$ cat config.mk
export PLATFORM = sky130hd
export DESIGN_NAME = pit_host_front
export DESIGN_NICKNAME = d
export VERILOG_FILES = /design/src/rtl/pit_host_pkg.sv /design/src/rtl/pit_bus_sync.sv /design/src/rtl/pit_cw_decode.sv /design/src/rtl/pit_ch_track.sv /design/src/rtl/pit_host_front.sv
export SDC_FILE = /design/constraint.sdc
export NUM_CORES = 1
export LEC_CHECK = 0
export ABC_CLOCK_PERIOD_IN_PS = 4910
export CAP_MARGIN = 15
export CORE_MARGIN = 1.5
export CORE_UTILIZATION = 24
export CTS_BUF_LIST = sky130_fd_sc_hd__clkbuf_2
export DETAILED_ROUTE_END_ITERATION = 16
export SLEW_MARGIN = 20
export SYNTH_ARGS = -nofsm -noshare
export SYNTH_HDL_FRONTEND = slang
export SYNTH_SLANG_ARGS = --single-unit
$ cat constraint.sdc
create_clock -name clk -period 4.91 [get_ports clk]
set_input_delay 0.7365 -clock clk [delete_from_list [all_inputs] [get_ports clk]]
set_output_delay 0.7365 -clock clk [all_outputs]
set_load 0.1 [all_outputs]
$ cat src/rtl/pit_host_pkg.sv
package pit_host_pkg;
  localparam int BYTE_W  = 8;
  localparam int ADDR_W  = 2;
  localparam int NCH     = 3;
  localparam int RD_W    = NCH * BYTE_W;
  localparam logic [ADDR_W-1:0] CTRL_PORT = ADDR_W'(NCH);
  localparam logic [1:0] SEL_RB   = 2'b11;
  localparam logic [1:0] FMT_CMD  = 2'b00;
  localparam logic [1:0] FMT_LO   = 2'b01;
  localparam logic [1:0] FMT_HI   = 2'b10;
  localparam logic [1:0] FMT_PAIR = 2'b11;

  // byte steering: is the next byte the high half of the count
  function automatic logic fmt_byte_hi(input logic [1:0] fmt, input logic second);
    return (fmt == FMT_HI) || ((fmt == FMT_PAIR) && second);
  endfunction

  // does the next byte complete the initial count
  function automatic logic fmt_byte_last(input logic [1:0] fmt, input logic second);
    return (fmt != FMT_PAIR) || second;
  endfunction
endpackage

$ cat src/rtl/pit_bus_sync.sv
module pit_bus_sync
  import pit_host_pkg::*;
(
  input  logic              clk,
  input  logic              rst_n,
  input  logic              cs_n,
  input  logic              rd_n,
  input  logic              wr_n,
  input  logic [ADDR_W-1:0] addr,
  input  logic [BYTE_W-1:0] wdata,
  output logic              wr_evt,
  output logic              rd_evt,
  output logic [ADDR_W-1:0] evt_addr,
  output logic [BYTE_W-1:0] evt_data
);
  logic              wr_s1, wr_s2, rd_s1, rd_s2, cs_s1, cs_s2;
  logic [ADDR_W-1:0] a_s1, a_s2;
  logic [BYTE_W-1:0] d_s1, d_s2;

  always_ff @(posedge clk) begin
    if (!rst_n) begin
      wr_s1 <= 1'b1; wr_s2 <= 1'b1;
      rd_s1 <= 1'b1; rd_s2 <= 1'b1;
      cs_s1 <= 1'b1; cs_s2 <= 1'b1;
      a_s1  <= '0;   a_s2  <= '0;
      d_s1  <= '0;   d_s2  <= '0;
    end else begin
      wr_s1 <= wr_n;  wr_s2 <= wr_s1;
      rd_s1 <= rd_n;  rd_s2 <= rd_s1;
      cs_s1 <= cs_n;  cs_s2 <= cs_s1;
      a_s1  <= addr;  a_s2  <= a_s1;
      d_s1  <= wdata; d_s2  <= d_s1;
    end
  end

  // strobe rose; select/address/data taken from the cycle the strobe was low
  assign wr_evt   = wr_s1 & ~wr_s2 & ~cs_s2;
  assign rd_evt   = rd_s1 & ~rd_s2 & ~cs_s2;
  assign evt_addr = a_s2;
  assign evt_data = d_s2;
endmodule

$ cat src/rtl/pit_cw_decode.sv
module pit_cw_decode
  import pit_host_pkg::*;
(
  input  logic              wr_evt,
  input  logic [ADDR_W-1:0] evt_addr,
  input  logic [BYTE_W-1:1] evt_hi,
  output logic [NCH-1:0]    mode_hit,
  output logic [NCH-1:0]    latch_hit,
  output logic [NCH-1:0]    sts_hit,
  output logic [NCH-1:0]    byte_hit
);
  logic       is_ctrl, is_rb;
  logic [1:0] sel, fmt;
  logic [NCH-1:0] mask;

  assign is_ctrl = wr_evt && (evt_addr == CTRL_PORT);
  assign sel     = evt_hi[7:6];
  assign fmt     = evt_hi[5:4];
  assign mask    = evt_hi[NCH:1];
  assign is_rb   = is_ctrl && (sel == SEL_RB);

  for (genvar i = 0; i < NCH; i++) begin : g_ch
    logic tgt;
    assign tgt          = is_ctrl && (sel == 2'(i));
    assign mode_hit[i]  = tgt && (fmt != FMT_CMD);
    assign latch_hit[i] = (tgt && (fmt == FMT_CMD)) || (is_rb && mask[i] && !evt_hi[5]);
    assign sts_hit[i]   = is_rb && mask[i] && !evt_hi[4];
    assign byte_hit[i]  = wr_evt && (evt_addr == ADDR_W'(i));
  end
endmodule

$ cat src/rtl/pit_ch_track.sv
module pit_ch_track
  import pit_host_pkg::*;
(
  input  logic       clk,
  input  logic       rst_n,
  input  logic       mode_hit,
  input  logic [1:0] fmt_in,
  input  logic       byte_hit,
  output logic       accept,
  output logic       hi_byte,
  output logic       last_byte
);
  logic       armed, second;
  logic [1:0] fmt_q;

  assign accept    = byte_hit && armed;
  assign hi_byte   = fmt_byte_hi(fmt_q, second);
  assign last_byte = accept && fmt_byte_last(fmt_q, second);

  always_ff @(posedge clk) begin
    if (!rst_n) begin
      armed  <= 1'b0;
      second <= 1'b0;
      fmt_q  <= FMT_CMD;
    end else if (mode_hit) begin
      armed  <= 1'b1;
      second <= 1'b0;
      fmt_q  <= fmt_in;
    end else if (accept && (fmt_q == FMT_PAIR)) begin
      second <= ~second;
    end
  end
endmodule

$ cat src/rtl/pit_host_front.sv
module pit_host_front
  import pit_host_pkg::*;
(
  input  logic              clk,
  input  logic              rst_n,
  input  logic              cs_n,
  input  logic              rd_n,
  input  logic              wr_n,
  input  logic [1:0]        addr,
  input  logic [7:0]        wdata,
  output logic [7:0]        bus_rdata,
  output logic              bus_oe,
  input  logic [23:0]       ch_rdata,
  output logic [2:0]        ch_mode_we,
  output logic [1:0]        cfg_fmt,
  output logic [2:0]        cfg_mode,
  output logic              cfg_bcd,
  output logic [2:0]        ch_cnt_latch,
  output logic [2:0]        ch_sts_latch,
  output logic [2:0]        ch_byte_we,
  output logic [7:0]        byte_data,
  output logic              byte_is_msb,
  output logic [2:0]        ch_count_ready,
  output logic [2:0]        ch_rd_done
);
  logic              wr_evt, rd_evt;
  logic [ADDR_W-1:0] evt_addr;
  logic [BYTE_W-1:0] evt_data;
  logic [NCH-1:0]    mode_hit, latch_hit, sts_hit, byte_hit;
  logic [NCH-1:0]    acc, hi_b, last_b, rd_hit;
  logic              any_hi, rd_live;

  pit_bus_sync u_sync (
    .clk(clk), .rst_n(rst_n), .cs_n(cs_n), .rd_n(rd_n), .wr_n(wr_n),
    .addr(addr), .wdata(wdata), .wr_evt(wr_evt), .rd_evt(rd_evt),
    .evt_addr(evt_addr), .evt_data(evt_data)
  );

  pit_cw_decode u_dec (
    .wr_evt(wr_evt), .evt_addr(evt_addr), .evt_hi(evt_data[BYTE_W-1:1]),
    .mode_hit(mode_hit), .latch_hit(latch_hit), .sts_hit(sts_hit),
    .byte_hit(byte_hit)
  );

  for (genvar i = 0; i < NCH; i++) begin : g_trk
    pit_ch_track u_trk (
      .clk(clk), .rst_n(rst_n), .mode_hit(mode_hit[i]),
      .fmt_in(evt_data[5:4]), .byte_hit(byte_hit[i]),
      .accept(acc[i]), .hi_byte(hi_b[i]), .last_byte(last_b[i])
    );
    assign rd_hit[i] = rd_evt && (evt_addr == ADDR_W'(i));
  end

  assign any_hi = |(acc & hi_b);

  always_ff @(posedge clk) begin
    if (!rst_n) begin
      ch_mode_we     <= '0;
      ch_cnt_latch   <= '0;
      ch_sts_latch   <= '0;
      ch_byte_we     <= '0;
      ch_count_ready <= '0;
      ch_rd_done     <= '0;
      cfg_fmt        <= FMT_CMD;
      cfg_mode       <= '0;
      cfg_bcd        <= 1'b0;
      byte_data      <= '0;
      byte_is_msb    <= 1'b0;
    end else begin
      ch_mode_we     <= mode_hit;
      ch_cnt_latch   <= latch_hit;
      ch_sts_latch   <= sts_hit;
      ch_byte_we     <= acc;
      ch_count_ready <= last_b;
      ch_rd_done     <= rd_hit;
      if (|mode_hit) begin
        cfg_fmt  <= evt_data[5:4];
        cfg_mode <= evt_data[3:1];
        cfg_bcd  <= evt_data[0];
      end
      if (|acc) begin
        byte_data   <= evt_data;
        byte_is_msb <= any_hi;
      end
    end
  end

  // combinational read path
  assign rd_live = !cs_n && !rd_n && (addr != CTRL_PORT);
  always_comb begin
    bus_rdata = '0;
    for (int i = 0; i < NCH; i++)
      if (rd_live && (addr == ADDR_W'(i))) bus_rdata = ch_rdata[i*BYTE_W +: BYTE_W];
  end
  assign bus_oe = rd_live;
endmodule

== Word-level counts from Yosys, hierarchy flattened ==
Cells that the tools add are included.
Word-level totals
  register bits: 71
  input port bits: 39
  output and inout port bits: 42
  logic and storage cells: 130
Cells by class
  eq/ne operators: 18
  multiplexer cells: 3
  bitwise logic cells: 12
  reductions and logical operators: 67
Operators with widths (number)
  $logic_and 1x1->1: 43
  $mux 8: 3
  $eq 2x2->1 const B: 11
  $logic_or 1x1->1: 9
  $reduce_or 3->1: 3
  $logic_not 2->1: 4
  $ne 2x2->1 const B: 4
  $not 1->1: 7
  $eq 2x1->1 const B: 3
  $reduce_or 2->1: 3
  $and 1x1->1: 4
  $logic_not 1->1: 4
  $and 3x3->3: 1
  $reduce_bool 2->1: 1

== Depth between registers and ports, before layout ==
Gate-level depths: netlist (run 1).
  depth in word-level cells: 8
  depth in mapped cells: 6

== Modules after synthesis ==
From an unflattened synthesis (run 1), not the netlist that was laid out.
Unflattened totals
  cells, all modules: 263
  area, all modules: 2678.8 sq um
Modules (own cells, without submodules)
  pit_host_front: times used 1, cells an instance 127, area each 1256.2 sq um, sequential area each 660.6 sq um
  pit_bus_sync: times used 1, cells an instance 56, area each 721.9 sq um, sequential area each 520.5 sq um
  pit_ch_track: times used 3, cells an instance 18, area each 177.7 sq um, sequential area each 80.1 sq um
  pit_cw_decode: times used 1, cells an instance 26, area each 167.7 sq um, sequential area each 0.0 sq um

== Least setup slack after synthesis (run 1) ==
No wires, ideal clock.
  path type: input-to-output
  start: in addr[0]
  end: out bus_oe
  data arrival time: 3214 ps
  required time: 4174 ps
  setup slack: 960 ps
  cell stages on the path: 2
  path buffers: 1
  path through: buf_2 -> a211oi_1
On the way
  word-level cells in the longest chain between the ends: 2
RTL lines
  start: declaration: RTL line pit_host_front.sv:9  | input logic [1:0] addr,
  $ne 2x2->1: RTL line pit_host_front.sv:89  | assign rd_live = !cs_n && !rd_n && (addr != CTRL_PORT);
  $logic_and 1x1->1: RTL line pit_host_front.sv:89
  end: declaration: RTL line pit_host_front.sv:12  | output logic bus_oe,
Every way passes these cells.

== Worst setup path after layout (run 1) ==
  start: in addr[0]
  end: out bus_rdata[6]
On the way
  word-level cells in the longest chain between the ends: 6
  elaborated cells on any way between the ends: 11
  those cells by class: eq/ne: 3; mux: 3; reduce/logical: 5
RTL lines
  $ne 2x2->1: RTL line pit_host_front.sv:89
  $logic_and 1x1->1: RTL line pit_host_front.sv:89
  $logic_and 1x1->1: RTL line pit_host_front.sv:93  | if (rd_live && (addr == ADDR_W'(i))) bus_rdata = ch_rdata[i*BYTE_W +: BYTE_W];
  $mux 8 (2 in a row): RTL line pit_host_front.sv:93
  $mux 8 *: RTL line pit_host_front.sv:93
  end: declaration: RTL line pit_host_front.sv:11  | output logic [7:0] bus_rdata,
Every way passes the cells marked *; elsewhere a longest branch is shown, timed or not.

==> out/metrics.csv, run 1 <==
metric;value;unit
cts.sinks;71;
r2r_cells;5;
synth_simple_gate_area_frac;0.265;
grt_pass1_wl;9280;um
synth_top_family_by_area;simple AND/OR/NAND/NOR gates;
r2r_start;u_sync.evt_addr[0];
core_region_area;10900;sq um
start_util;0.246;
yosys_register_bits;71;
area_growth;36.7;%
rows;38;
grt_pass1_vias;2025;
worst_slew_pin_slew;0.979;ns
leakagePower;1.27;nW
dieArea;11800;sq um
setup-violations-final;0;
die_w;109;um
seq_area;1420;sq um
synth.distinct_cells;36;
final_nets;381;
synth-warning-count;0;
rsz0062_at_grt;false;
multi_input_area;1160;sq um
arrival;2.68;ns
syn-mean-instance-area;10.0;sq um
firstDrtPassIters;4;
cellPowerDensity;277;nW/um^2
cts_resized;0;
r2r-end;byte_data[0];
drt_iter0_drc;53;
hold_end;u_sync.cs_s2;
cts_buffer_depth;2;
hold_class;register to register;
skew;0.0284;ns
syn_inst;268;
fin_util;0.337;
cp-end-kind;output port;
synth-adder-area-share;0;
drc;0;
port_buffers;80;
start_kind;primary input;
antenna_found_initial;0;
slew_viol_final;0;
cp_slowest_stage_delay;0.70;ns
grt_max_degree;68;
hold_buffers;0;
cp_max_fo;11;
vias;2068;
drv_cap;0;
fmax;0.293;GHz
drive_gt1_frac;0.112;
cts_buffers;9;
preCtsSetupSlack;1.52;ns
nFillCells;1120;
synthesis.nets;307;
cts.clk_slew.worst_paths;0.18;ns
cp_cell_sequence;clkdlybuf4s50_1 > nor2b_1 > a21oi_1 > nor3_1 > buf_4;
status;complete, no violations;
syn_area;2680;sq um
required;4.17;ns
place_area;3550;sq um
maxSlewHeadroom;0.346;
seq_area_frac_synth;0.530;
cts_max_level;3;
slowest_stage;clkdlybuf4s50_1;
synth_compound_area_frac;0.0718;
cts_tree;yes;
design_area;3670;sq um
cts_root_buf;clkbuf_2;
holdPathStages;1;
reg2reg_slack;3.11;ns
fp.dieH;109;um
grt_usage;0.104;
hold_viol;0;
grt_overflow;0;
dpl.hpwl;4070;um
critPathKind;primary input to output port;
synthXorXnorAreaFrac;0.00979;
fin_ws;1.49;ns
ir_worst_vdd;0.0977;mV
postCtsSetupRepairBufs;0;
min-delay-start;u_sync.cs_s1;
via_per_inst;4.25;
power.total;0.00102;W
period_share;0.696;
gpl.final_weighted_congestion;0.748;
postRouteAntennaNets;0;
wl_per_cell;11.7;um
io_pins;81;
layout_min_cycle_time;3.42;ns
synthMuxAreaShare;0.0858;
diodes;0;
setup_tns;0;ns
clkLatencyLatePin;0.51;ns
wl;5690;um
Yosys cell counts (all sizes together):
library cell	n	area, sq um
a211oi	1	7.51
xnor2	3	26.3
nor3b	9	92.6
nor4	1	6.26
o211ai	1	7.51
a21boi	1	7.51
nand3b	1	7.51
nand2	21	78.8
nor3	15	90.1
and4bb	1	12.5
buf	8	55.1
o21ai	10	50.1
o22ai	1	6.26
nand3	8	40.0
nor4b	2	17.5
nand2b	9	56.3
or4b	2	27.5
clkbuf	11	41.3
o21a	6	45.0
a32oi	1	8.76
a31oi	1	6.26
a21oi	9	45.0
inv	1	3.75
and2	27	169
nor2b	9	56.3
mux2i	23	230
o2111ai	1	8.76
nor2	12	45.0
dfxtp	71	1420
and3	2	12.5
final cells by class:
type	count	share of cell area
Timing Repair Buffer	82	0.215
Sequential cell	71	0.388
Clock inverter	7	0.0195
Multi-Input combinational cell	177	0.317
Clock buffer	9	0.0123
Tap cell	140	0.0478
Inverter	1	0.00102
sequential cells by signal, indices dropped and copies added (netlist names), 2 cells and up:
name / count
byte_data: 8
u_sync.d_s1: 8
u_sync.evt_data: 8
g_trk.u_trk.fmt_q: 6
cfg_mode: 3
ch_byte_we: 3
ch_cnt_latch: 3
ch_count_ready: 3
ch_mode_we: 3
ch_rd_done: 3
ch_sts_latch: 3
g_trk.u_trk.armed: 3
g_trk.u_trk.second: 3
cfg_fmt: 2
u_sync.a_s1: 2
u_sync.evt_addr: 2
power by group:
group	switching (W)	total (W)	internal (W)
registers	0.00000879	0.000596	0.000587
logic	0.0000485	0.0000935	0.0000451
clock network	0.000210	0.000327	0.000117
kinds of logic after synthesis:
logic type / count (synthesis)
mux: 23
xor+xnor: 3
compound gates: 32
simple gates: 119
flops: 71
buf+inv: 20
worst max-delay path, delay by kind of cell:
family / cells / cell delay, ns
compound gates: 1 / 0.14
simple gates: 2 / 0.77
buf+inv: 2 / 1.03
stage by stage:
step                      hold WS (ns)  instances
after floorplan                  0.386        268
after global placement           0.392        471
after detailed placement         0.403        471
after CTS                        0.426        487
after global routing             0.442        487
final                            0.419        487
per-layer routing:
layer / wire length, um / vias to the layer above / global-route usage
li1: - / 1058 / -
met1: 2530 / 957 / 0.113
met2: 2790 / 44 / 0.177
met3: 284 / 9 / 0.0502
met4: 86 / 0 / 0.0367
met5: 0 / - / 0
layout by cell type, fill, tap and decap left out, drive strengths merged, types with 10 or more instances in the layout:
master / instances
nand2: 21
nor2: 12
buf: 12
o21ai: 10
dfxtp: 71
and2: 27
nor3: 15
mux2i: 23
clkdlybuf4s50: 70
worst max-delay path by stage:
stage	start	to	slack, ns	cells after the start
6_report	addr[0]	bus_rdata[6]	1.49	5
2_1_floorplan	addr[0]	bus_oe	0.96	2
4_1_cts	addr[0]	bus_rdata[3]	1.51	5
5_1_grt	addr[0]	bus_rdata[1]	1.33	5
3_3_place_gp	addr[0]	bus_rdata[3]	1.57	5
3_5_place_dp	addr[0]	bus_rdata[3]	1.52	5
No activity file was read; power rests on OpenSTA's default activity.
==> run 2: changes to the inputs <==
Settings changed: ABC_CLOCK_PERIOD_IN_PS 4910 to 3000.
Clock period 4.91 ns to 3 ns, I/O delays scaled along.
==> out/metrics.csv, run 2 (same netlist as run 1, synthesis figures left out) <==
metric;value;unit
power.total;0.00183;W
dieArea;11800;sq um
grt_usage;0.107;
drc;0;
slowest_stage;clkdlybuf4s50_1;
layout_min_cycle_time;2.52;ns
cts_buffer_depth;2;
firstDrtPassIters;4;
leakagePower;1.41;nW
grt_use_met1;0.130;
placedCellCount;475;
design_area;3770;sq um
start_kind;primary input;
grt_max_degree;36;
wl;5840;um
cts_resized;0;
period_share;0.842;
diodes;0;
cts.clk_slew.worst_paths;0.17;ns
cts_tree;yes;
via_per_inst;4.30;
dpl.hpwl;4270;um
io_pins;81;
antenna_found_initial;0;
place_area;3610;sq um
postCtsSetupRepairBufs;0;
arrival;2.07;ns
cp_top_family;buffers and inverters;
postRouteAntennaNets;0;
gpl.final_weighted_congestion;0.772;
start_util;0.246;
fin_util;0.347;
cts_max_level;3;
ir_worst_vdd;0.162;mV
cp-end-kind;output port;
fmax;0.396;GHz
required;2.55;ns
cp_slowest_stage_delay;0.47;ns
layout_commonest_cell;dfxtp_1;
grt.met2_usage;0.171;
grt_pass1_wl;9700;um
status;complete, no violations;
core_region_area;10900;sq um
path_buf_inv;3;
die_w;109;um
maxSlewHeadroom;0.623;
setup-violations-final;0;
stdcell_count;491;
drive_gt1_frac;0.217;
area_growth;40.7;%
clkLatencyLatePin;0.50;ns
rsz0062_at_grt;false;
nFillCells;1119;
grt_most_used_layer;met2;
hold_viol;0;
final_nets;385;
met3_usage;0.0281;
grt_overflow;0;
slew_viol_final;0;
setup_tns;0;ns
final_cell_mix;71 x dfxtp_1, 39 x buf_4, 37 x clkdlybuf4s50_1;
drv_cap;0;
vias;2110;
worst_slew_pin_slew;0.566;ns
port_buffers;80;
rows;38;
critPathKind;primary input to output port;
cts_buffers;9;
hold_class;primary input to register;
cellPowerDensity;486;nW/um^2
cts.sinks;71;
drt_iter0_drc;61;
hold_buffers;0;
cts_root_buf;clkbuf_2;
skew;0.0281;ns
grt_pass1_vias;2074;
cp_max_fo;5;
cp_cell_sequence;clkdlybuf4s50_1 > nor2b_1 > buf_4 > a21oi_1 > nor3_1 > buf_12;
fp.dieH;109;um
wl_per_cell;11.9;um
[run 2: routing by layer]
| metal | wire (um) | vias to the layer above |
|---|---|---|
| met5 | 0 | - |
| met4 | 109 | 0 |
| met3 | 237 | 11 |
| met2 | 2840 | 49 |
| met1 | 2650 | 980 |
| li1 | - | 1070 |
[run 2: final cells by class]
type,count,area [sq um],area share
Sequential cell,71,1420,0.377
Clock buffer,10,50.0,0.0133
Clock inverter,6,109,0.0288
Timing Repair Buffer,86,848,0.225
Inverter,1,3.75,0.000995
Multi-Input combinational cell,177,1170,0.309
Tap cell,140,175,0.0464
[run 2: worst register-to-register path: stages, from the launching register on]
cell and delay (ns):
dfxtp_1 0.46, or4b_4 0.55, o22ai_1 0.19, buf_4 0.26, mux2i_1 0.21, nor2b_1 0.06
[run 2: worst paths after layout]
path | slack (ns) | start | end | cells past startpoint
hold reg to reg | 0.42 | u_sync.cs_s1 | u_sync.cs_s2 | 1
hold / removal | 0.42 | rst_n | u_sync.cs_s2 | 2
setup / recovery | 0.48 | addr[1] | bus_rdata[4] | 6
setup reg to reg | 1.21 | u_sync.evt_addr[0] | byte_data[5] | 5
[run 2: report_power, final]
| part | total (W) | leakage (nW) | internal [W] | switching (W) |
|---|---|---|---|---|
| clock | 0.000684 | 0.0858 | 0.000360 | 0.000324 |
| sequential | 0.000975 | 0.578 | 0.000961 | 0.0000147 |
| combinational | 0.000174 | 0.742 | 0.0000893 | 0.0000845 |
| total | 0.00183 | 1.41 | 0.00141 | 0.000423 |
[run 2: per-stage QoR]
| stage | setup slack (ns) | hold slack (ns) |
|---|---|---|
| floorplan | -0.377 | 0.386 |
| detailed placement | 0.479 | 0.403 |
| global placement | 0.580 | 0.389 |
| global route | 0.331 | 0.381 |
| finish | 0.475 | 0.420 |
| CTS | 0.478 | 0.371 |
==> run 3: changes to the inputs <==
Settings changed: ABC_CLOCK_PERIOD_IN_PS 3000 to 2550.
Clock period 3 ns to 2.55 ns, I/O delays scaled along.
==> out/metrics.csv, run 3 (same netlist as run 1, synthesis figures left out) <==
metric;value;unit
status;complete, no violations;
period_share;0.924;
hold_end;byte_data[7];
drive_gt1_frac;0.224;
fmax;0.424;GHz
hold_viol;0;
final_cell_mix;71 x dfxtp_1, 41 x buf_4, 37 x clkdlybuf4s50_1;
hold_class;primary input to register;
cts_tree;yes;
clockPowerShare;0.319;
cellPowerDensity;531;nW/um^2
stdcell_count;493;
required;2.17;ns
gpl.final_weighted_congestion;0.793;
setup-violations-final;0;
die_w;109;um
fp.dieH;109;um
core_region_area;10900;sq um
diodes;0;
dieArea;11800;sq um
grt_usage;0.107;
internal_power;0.00146;W
io_pins;81;
grt_max_degree;34;
antenna_found_initial;0;
drc;0;
grt_pass1_vias;2053;
cp_slowest_stage_delay;0.51;ns
preCtsSetupSlack;0.228;ns
layout_min_cycle_time;2.36;ns
drt_iter0_drc;65;
cp_max_fo;5;
worst_slew_pin_slew;0.435;ns
reg2reg_slack;0.77;ns
placedCellCount;477;
min-delay-start;rst_n;
r2r_cells;5;
drv_cap;0;
ir_worst_vdd;0.280;mV
holdPathStages;2;
start_kind;primary input;
grt_overflow;0;
skew;0.0280;ns
cp_cell_sequence;clkdlybuf4s50_1 > nor2b_1 > buf_4 > a21oi_1 > nor3_1 > buf_12;
seqPwrFrac;0.577;
cts_buffers;9;
rsz0062_at_grt;false;
r2r_start;u_sync.evt_addr[0];
postCtsSetupRepairBufs;0;
critPathKind;primary input to output port;
wl;5840;um
swShare;0.263;
slew_viol_final;0;
leakagePower;1.40;nW
port_buffers;80;
cts_max_level;3;
firstDrtPassIters;4;
rows;38;
slowest_stage;clkdlybuf4s50_1;
final_nets;387;
grt_pass1_wl;9660;um
area_growth;39.7;%
via_per_inst;4.25;
hold_buffers;0;
cts.clk_slew.worst_paths;0.19;ns
start_util;0.246;
cts_root_buf;clkbuf_2;
dpl.hpwl;4270;um
cts_resized;0;
cp-end-kind;output port;
nFillCells;1134;
vias;2094;
combPwrFrac;0.104;
postRouteAntennaNets;0;
power_switching;0.000523;W
cts_buffer_depth;2;
layout_commonest_cell;dfxtp_1;
r2r-end;byte_data[0];
arrival;1.97;ns
wl_per_cell;11.8;um
maxSlewHeadroom;0.710;
cts.sinks;71;
clkLatencyLatePin;0.52;ns
fin_ws;0.194;ns
==> run 3: how the worst max path moves through the flow <==
stage / endpoint / cells past startpoint / start / slack (ns)
global placement: bus_rdata[4] / 6 / addr[0] / 0.26
detailed placement: bus_rdata[1] / 6 / addr[0] / 0.23
finish: bus_rdata[1] / 6 / addr[0] / 0.19
global route: bus_rdata[2] / 7 / addr[0] / 0.11
CTS: bus_rdata[1] / 6 / addr[0] / 0.22
floorplan: bus_oe / 2 / addr[0] / -0.69
==> run 3: through the flow <==
| step | TNS [ns] | total power, W | utilization | instance area [sq um] | hold slack (ns) |
|---|---|---|---|---|---|
| 4_1_cts | 0 | 0.00203 | 0.344 | 3750 | 0.101 |
| 2_1_floorplan | -5.53 | 0.00128 | - | 2690 | 0.386 |
| 3_5_place_dp | 0 | 0.00138 | 0.333 | 3630 | 0.396 |
| 3_3_place_gp | 0 | 0.00138 | 0.333 | 3630 | 0.394 |
| 6_report | 0 | 0.00199 | 0.344 | 3750 | 0.167 |
| 5_1_grt | 0 | 0.00209 | 0.344 | 3750 | 0.106 |
==> run 3: cell type report <==
class	instances	area, sq um	share of cell area
clock buffers	9	45.0	0.0120
clock inverters	7	72.6	0.0194
inverters	1	3.75	0.00100
multi-input cells	177	1170	0.311
flip-flops and latches	71	1420	0.379
well taps	140	175	0.0467
repair buffers	88	863	0.230
==> run 3: routing by layer <==
metal | part of all wire | track usage | vias to the layer above
li1 | - | - | 1065
met1 | 0.46 | 0.131 | 968
met2 | 0.47 | 0.165 | 51
met3 | 0.048 | 0.0311 | 10
met4 | 0.024 | 0.0658 | 0
met5 | 0 | 0 | -
==> run 3: worst max-delay path: cells and delay by family <==
kind | cells | cell delay [ns]
buffers and inverters | 3 | 0.93
and+or+nand+nor | 2 | 0.59
AOI/OAI and AO/OA | 1 | 0.07
==> run 3: power by group through the flow <==
stage	registers, W	logic (W)	clock network (W)
2_1_floorplan	0.00116	0.000116	0
5_1_grt	0.00115	0.000221	0.000714
6_report	0.00115	0.000207	0.000634
3_5_place_dp	0.00117	0.000208	0
3_3_place_gp	0.00117	0.000207	0
4_1_cts	0.00115	0.000208	0.000670
